[config.mk]
export PLATFORM = sky130hd
export DESIGN_NAME = fxr_recorder
export DESIGN_NICKNAME = d
export VERILOG_FILES = /design/src/rtl/fxr_pkg.sv /design/src/rtl/fxr_trap_decide.sv /design/src/rtl/fxr_word_build.sv /design/src/rtl/fxr_ctrl.sv /design/src/rtl/fxr_recorder.sv
export SDC_FILE = /design/constraint.sdc
export NUM_CORES = 1
export LEC_CHECK = 0
export ABC_AREA = 0
export BUFFER_PORTS_ARGS = -buffer_cell sky130_fd_sc_hd__buf_2
export CAP_MARGIN = 20
export CORE_UTILIZATION = 38
export CTS_BUF_LIST = sky130_fd_sc_hd__clkbuf_16
export CTS_CLUSTER_DIAMETER = 40
export DETAILED_ROUTE_END_ITERATION = 8
export GPL_TIMING_DRIVEN = 0
export PLACE_DENSITY = 0.76
export SLEW_MARGIN = 10
export SYNTH_ARGS = -nofsm -noshare
export SYNTH_HDL_FRONTEND = slang
export SYNTH_SLANG_ARGS = --single-unit
[constraint.sdc]
create_clock -name clk -period 0.9 [get_ports clk]
set_input_delay 0.09 -clock clk [delete_from_list [all_inputs] [get_ports clk]]
set_output_delay 0.09 -clock clk [all_outputs]
set_load 0.03 [all_outputs]
[src/rtl/fxr_pkg.sv]
package fxr_pkg;
    localparam int FLAG_W  = 5;
    localparam int CUR_LSB = 0;
    localparam int ACC_LSB = 5;
    localparam int TT_LSB  = 14;
    localparam int TT_W    = 3;
    localparam int TEM_LSB = 23;
    localparam logic [TT_W-1:0] TT_IEEE = 3'd1;

    typedef enum logic [0:0] {
        ST_IDLE = 1'b0,
        ST_EMIT = 1'b1
    } fxr_state_e;
endpackage

[src/rtl/fxr_trap_decide.sv]
module fxr_trap_decide
    import fxr_pkg::*;
(
    input  logic [FLAG_W-1:0] flags,
    input  logic [FLAG_W-1:0] enables,
    output logic              trap,
    output logic [FLAG_W-1:0] kept
);
    logic [FLAG_W-1:0] masked;

    assign masked = flags & enables;
    assign trap   = |masked;

    // Highest index has priority: invalid at the top, inexact at the bottom.
    always_comb begin
        kept = '0;
        for (int i = 0; i < FLAG_W; i++) begin
            if (masked[i]) begin
                kept    = '0;
                kept[i] = 1'b1;
            end
        end
    end
endmodule

[src/rtl/fxr_word_build.sv]
module fxr_word_build
    import fxr_pkg::*;
#(
    parameter int STAT_W = 32
) (
    input  logic [STAT_W-1:0] status_in,
    input  logic [FLAG_W-1:0] flags,
    input  logic              trap,
    input  logic [FLAG_W-1:0] kept,
    output logic [STAT_W-1:0] status_out
);
    logic [FLAG_W-1:0] old_acc;

    assign old_acc = status_in[ACC_LSB +: FLAG_W];

    always_comb begin
        status_out = status_in;
        status_out[TT_LSB +: TT_W] = '0;
        if (trap) begin
            status_out[CUR_LSB +: FLAG_W] = kept;
            status_out[TT_LSB +: TT_W]    = TT_IEEE;
        end else begin
            status_out[CUR_LSB +: FLAG_W] = flags;
            status_out[ACC_LSB +: FLAG_W] = old_acc | flags;
        end
    end
endmodule

[src/rtl/fxr_ctrl.sv]
module fxr_ctrl
    import fxr_pkg::*;
(
    input  logic clk,
    input  logic rst_n,
    input  logic in_valid,
    output logic capture,
    output logic emit
);
    fxr_state_e state_q, state_d;

    always_comb begin
        state_d = state_q;
        unique case (state_q)
            ST_IDLE: if (in_valid) state_d = ST_EMIT;
            ST_EMIT: state_d = in_valid ? ST_EMIT : ST_IDLE;
            default: state_d = ST_IDLE;
        endcase
    end

    always_ff @(posedge clk) begin
        if (!rst_n) state_q <= ST_IDLE;
        else        state_q <= state_d;
    end

    always_comb begin
        capture = in_valid;
        emit    = 1'b0;
        unique case (state_q)
            ST_IDLE: emit = 1'b0;
            ST_EMIT: emit = 1'b1;
            default: emit = 1'b0;
        endcase
    end
endmodule

[src/rtl/fxr_recorder.sv]
module fxr_recorder
    import fxr_pkg::*;
#(
    parameter int STAT_W = 32
) (
    input  logic              clk,
    input  logic              rst_n,
    input  logic              in_valid,
    input  logic [STAT_W-1:0] in_status,
    input  logic [4:0]        in_flags,
    output logic              out_valid,
    output logic [STAT_W-1:0] out_status,
    output logic              out_trap
);
    localparam int TEM_MSB = TEM_LSB + FLAG_W - 1;

    logic              capture, emit, trap_c, trap_q;
    logic [FLAG_W-1:0] kept_c;
    logic [STAT_W-1:0] word_c, word_q;

    fxr_ctrl u_ctrl (
        .clk      (clk),
        .rst_n    (rst_n),
        .in_valid (in_valid),
        .capture  (capture),
        .emit     (emit)
    );

    fxr_trap_decide u_dec (
        .flags   (in_flags),
        .enables (in_status[TEM_MSB:TEM_LSB]),
        .trap    (trap_c),
        .kept    (kept_c)
    );

    fxr_word_build #(.STAT_W(STAT_W)) u_build (
        .status_in  (in_status),
        .flags      (in_flags),
        .trap       (trap_c),
        .kept       (kept_c),
        .status_out (word_c)
    );

    always_ff @(posedge clk) begin
        if (!rst_n) begin
            word_q <= '0;
            trap_q <= 1'b0;
        end else if (capture) begin
            word_q <= word_c;
            trap_q <= trap_c;
        end
    end

    assign out_valid  = emit;
    assign out_status = word_q;
    assign out_trap   = emit & trap_q;
endmodule

# Word-level counts from Yosys, hierarchy flattened
# Index checks and enable logic that the tools add are counted.
# W data, S select, Z words.
word_totals:
  reg_bits: 34
  in_bits: 40
  output_inout_bits: 34
  word_cells: 18
classes:
  muxes: 10
  n_bitwise: 4
  reduce_logical: 1
ops:
  columns: ["operator", "count"]
  rows:
  - ["$mux W5", 3]
  - ["$and A5 B5 Y5", 1]
  - ["$or A5 B5 Y5", 1]
  - ["$reduce_or A5 Y1", 1]
  - ["$mux W4", 1]
  - ["$mux W1", 3]
  - ["$mux W3", 1]
  - ["$mux W2", 1]
  - ["$pmux W1 S2", 1]
  - ["$and A1 B1 Y1", 1]
  - ["$not A1 Y1", 1]

# Longest topological paths before layout
logic_depth:
  depth_word: 7
  depth_mapped: 4
  mapped_depth_nobuf: 3

# By module
# A second synthesis with hierarchy kept.
unflattened:
  hier_cells: 164
  hier_area_um2: 1712.9
modules_own_cells:
  columns: ["module", "instances", "cells_each", "area_per_inst_um2", "seq_area_each_um2"]
  rows:
  - ["fxr_recorder", 1, 107, 1286.2, 660.6]
  - ["fxr_word_build", 1, 44, 330.3, 0.0]
  - ["fxr_trap_decide", 1, 10, 62.6, 0.0]
  - ["fxr_ctrl", 1, 3, 33.8, 20.0]

# Worst setup path after synthesis
# Ideal clock, no wire load.
synth_timing:
  kind: "input-to-reg"
  startpoint: "input port in_flags[3]"
  endpoint: "register word_q[7], in the netlist out_status[7]"
  setup_ps: 74
  t_arrival_ps: 854
  required_time_ps: 826
  path_slack_ps: -28
  stages: 4
  path_buffers: 1
  cell_sequence: "a222oi_1 buf_4 nand4_2 a31oi_1"
synth_via:
  elab_chain_cells: 3
synth_rtl:
  columns: ["item", "line", "source"]
  rows:
  - ["from (decl)", "fxr_recorder.sv:10", "input logic [4:0] in_flags,"]
  - ["$and A5 B5 Y5", "fxr_trap_decide.sv:11", "assign masked = flags & enables;"]
  - ["$reduce_or A5 Y1", "fxr_trap_decide.sv:12", "assign trap = |masked;"]
  - ["$mux W5", "fxr_word_build.sv:19", "if (trap) begin"]
  - ["to (signal assigned)", "fxr_recorder.sv:49", "word_q <= word_c;"]
  - ["to (decl)", "fxr_recorder.sv:19", "logic [STAT_W-1:0] word_c, word_q;"]
# Every way passes these cells.
# A chain may end at the register's enable or synchronous reset.

# Worst setup path after layout
layout_timing:
  startpoint: "register u_ctrl.state_q"
  endpoint: "output port out_trap"
layout_via:
  elab_chain_cells: 3
layout_rtl:
  columns: ["item", "line", "source"]
  rows:
  - ["from (decl)", "fxr_ctrl.sv:10", "fxr_state_e state_q, state_d;"]
  - ["from (signal assigned)", "fxr_ctrl.sv:23", "else state_q <= state_d;"]
  - ["$not A1 Y1", "fxr_ctrl.sv:29", "unique case (state_q)"]
  - ["$pmux W1 S2 *", "fxr_ctrl.sv:29", null]
  - ["$and A1 B1 Y1 *", "fxr_recorder.sv:56", "assign out_trap = emit & trap_q;"]
  - ["to (decl)", "fxr_recorder.sv:13", "output logic out_trap"]
# Every way passes the cells marked *; elsewhere a longest branch is shown, timed or not.

==> impl_metrics.ini <==
[status]
status = finished with violations
violations = negative setup slack

[global_routing]
grt_use_met1 = 0.2169
grt_antenna_before_repair = 0
grt_pass1_wl_um = 4609
grtUsageMet2 = 0.2698
grt_max_degree = 11
busiest_layer = met2
gr-usage-all-layers = 0.1768
grt-ovfl-total = 0
first_global_vias = 1061
grt_util_met3 = 0.05195

[sta]
slew_violations = 0
finalHoldViolCount = 0
finalWorstSetupSlack_ps = -41.37
rsz0062_at_grt = true
setup_violations = 2
fmax_mhz = 1062
final.min_clock_period_ps = 941.4
fin_setup_tns_ps = -68.10
fin_skew_ps = 0
finalCritPeriodShare = 1.046

[power]
leakagePower_uw = 0.0008813
peakVddDrop_mv = 1.138
power_uw = 3615
p_per_area_nw_per_um2 = 1946

[placement]
port_buffers = 62
place.gp.congestion = 0.7840
dp_hpwl_um = 2180

[clock_network]
cts_tree = done
clock_sink_count = 31
cts_setup_buffers = 0
clk_pin_slew_ps = 50
cts-buffers-inserted = 5
insertion_delay_ps = 270
holdBufCountCts = 0
cts_buffer_depth = 2
htreeDepth = 2
cts-root-buf = clkbuf_16

[critical_path]
r2r-start = out_status[14]$_SDFFE_PN0P_
reg2reg_setup_slack_ps = 220
cp_cell_sequence = and2_4 -> buf_6
cpPeakStageDelay_ps = 310
crit_fanout = 2
endpoint_kind = output pin
cp-start-kind = flip-flop
reg2regPathDepth = 2
r2r-end = out_status[14]$_SDFFE_PN0P_
cp_slowest_cell = dfxtp_2
critPathRequiredTime_ps = 810
worstSetupPathType = flip-flop to output pin
arrival_ps = 850

[cells_and_area]
antenna_cells = 0
nets = 236
drive_above_1_share = 0.4103
areaGrowthSynthToFinish_pct = 44.88

[synth]
synthDistinctLibCells = 26
synth_top_area_cell = dfxtp_1
yosysSeqAreaShare = 0.4839
synth-seq-cells = 31
syn_avg_cell_area_um2 = 10.18
netlist_area_um2 = 1282
synth_top_area_share = 0.4839
synth_area_leaders = dfxtp_1 (48%), mux2i_1 (15%), nor2b_1 (9.3%), a41oi_1 (3.4%), o21ai_0 (2.7%)
yosys_warnings = 0
synth_cells = 126

[route]
first_iter_violations = 43
vias_per_cell = 4.929
avgRoutedWirePerCell_um = 12.32
wirelength_um = 2945
vias = 1178
detail-route-antenna-nets = 0
dr.pass1.iters = 4
drc = 0

[floorplan]
ios = 74
core_area_um2 = 3128
fp.dieH_um = 60.10
initial_core_util = 0.4100
die_x_um = 60.10
rows = 20
die-area_um2 = 3611

[min_path]
min_from = in_status[8]
min_path_cells = 3
hp-class = input pin to flip-flop
worstHoldEndpoint = out_status[8]$_SDFFE_PN0P_

[run]
cap_viol_max_count = 0
## area by class of cell
| cell class | count | area (um2) |
|---|---|---|
| well taps | 44 | 55.05 |
| repair buffers | 62 | 366.6 |
| flip-flops and latches | 31 | 623.1 |
| clock buffers | 5 | 125.1 |
| plain buffers | 12 | 63.81 |
| fillers | 298 | 1270 |
| clock inverters | 1 | 3.754 |
| multi-input cells | 81 | 609.3 |
| inverters | 3 | 11.26 |
## per-layer routing
layer / part of all wire / wire length [um] / vias up
met5: 0 / 0 / -
met4: 0.026 / 76 / 0
met3: 0.058 / 170 / 10
met2: 0.47 / 1379 / 50
met1: 0.45 / 1318 / 539
li1: - / - / 579
## repair_timing
item / CTS / global route
pin swaps: 0 / 0
resized for setup: 6 / 29
endpoints found under the setup margin: 2 / 21
## sequential cells by signal, indices dropped and copies added, names as in the netlist
name	flops
out_status	30
u_ctrl.state_q	1
## report_power, final
group          internal, uW  switching [uW]
clock                   973             482
combinational           262             394
sequential             1460            40.0
total                  2700             915
## through the flow
stage                     std cells  worst slack (ps)    util  instance area (um2)  hold slack, ps
after floorplan                 127             3.983       -                 1287           232.3
after global placement          233            -208.9  0.5284                 1653           345.4
after detailed placement        233            -249.9  0.5284                 1653           352.6
after CTS                       239            -50.01  0.5744                 1797           74.47
after global routing            239            -65.96  0.5940                 1858           93.63
final                           239            -41.37  0.5940                 1858           79.15
## worst max-delay path by stage
stage	start	endpoint	cells past startpoint
3_3_place_gp	in_status[26]	out_status[5]$_SDFFE_PN0P_	5
3_5_place_dp	in_status[26]	out_status[2]$_SDFFE_PN0P_	5
6_report	u_ctrl.state_q$_SDFF_PN0_	out_trap	2
5_1_grt	out_status[14]$_SDFFE_PN0P_	out_trap	2
2_1_floorplan	in_status[26]	out_status[7]$_SDFFE_PN0P_	4
4_1_cts	out_status[14]$_SDFFE_PN0P_	out_trap	2
## Yosys cell counts (all sizes together)
| master | count |
|---|---|
| a41oi | 5 |
| o211ai | 2 |
| buf | 7 |
| conb | 1 |
| o21ai | 7 |
| dfxtp | 31 |
| nor2b | 19 |
| nand4 | 3 |
| a22oi | 1 |
| nand2 | 2 |
| a211o | 1 |
| nand2b | 2 |
| and2 | 2 |
| inv | 3 |
| a21boi | 2 |
| mux2i | 19 |
| a21oi | 4 |
| nand3 | 4 |
| nand3b | 2 |
| clkbuf | 5 |
| a31oi | 2 |
| a222oi | 1 |
| o2111ai | 1 |
## layout by cell type, fill, tap and decap left out, types with 2 or more instances in the layout
cell type,instances
clkbuf_16,5
a21boi_1,2
clkbuf_4,5
inv_1,4
o21ai_0,7
a41oi_1,4
clkbuf_1,5
nand3_1,3
nand3b_1,2
a31oi_1,2
nand4_1,2
o211ai_1,2
dfxtp_1,29
conb_1,2
dfxtp_2,2
nor2b_1,19
buf_4,14
nand2_1,2
mux2i_1,19
nand2b_1,2
a21oi_1,4
buf_2,47
buf_6,3
## cell families (layout without fill, tap and decap cells)
kind of cell / count (synthesis) / after routing / share of synthesized area
AND/OR/NAND/NOR: 34 / 34 / 0.1688
flip-flops: 31 / 31 / 0.4839
AO/OA/AOI/OAI: 26 / 26 / 0.1376
multiplexers: 19 / 19 / 0.1483
buffers and inverters: 15 / 83 / 0.05854
other: 1 / 2 / 0.002924
## worst max-delay path, delay by kind of cell (launching register included)
kind	cells	cell delay, ps
buffers and inverters	1	130
and+or+nand+nor	1	150
DFF	1	310
(Power assumes the default switching activity.)
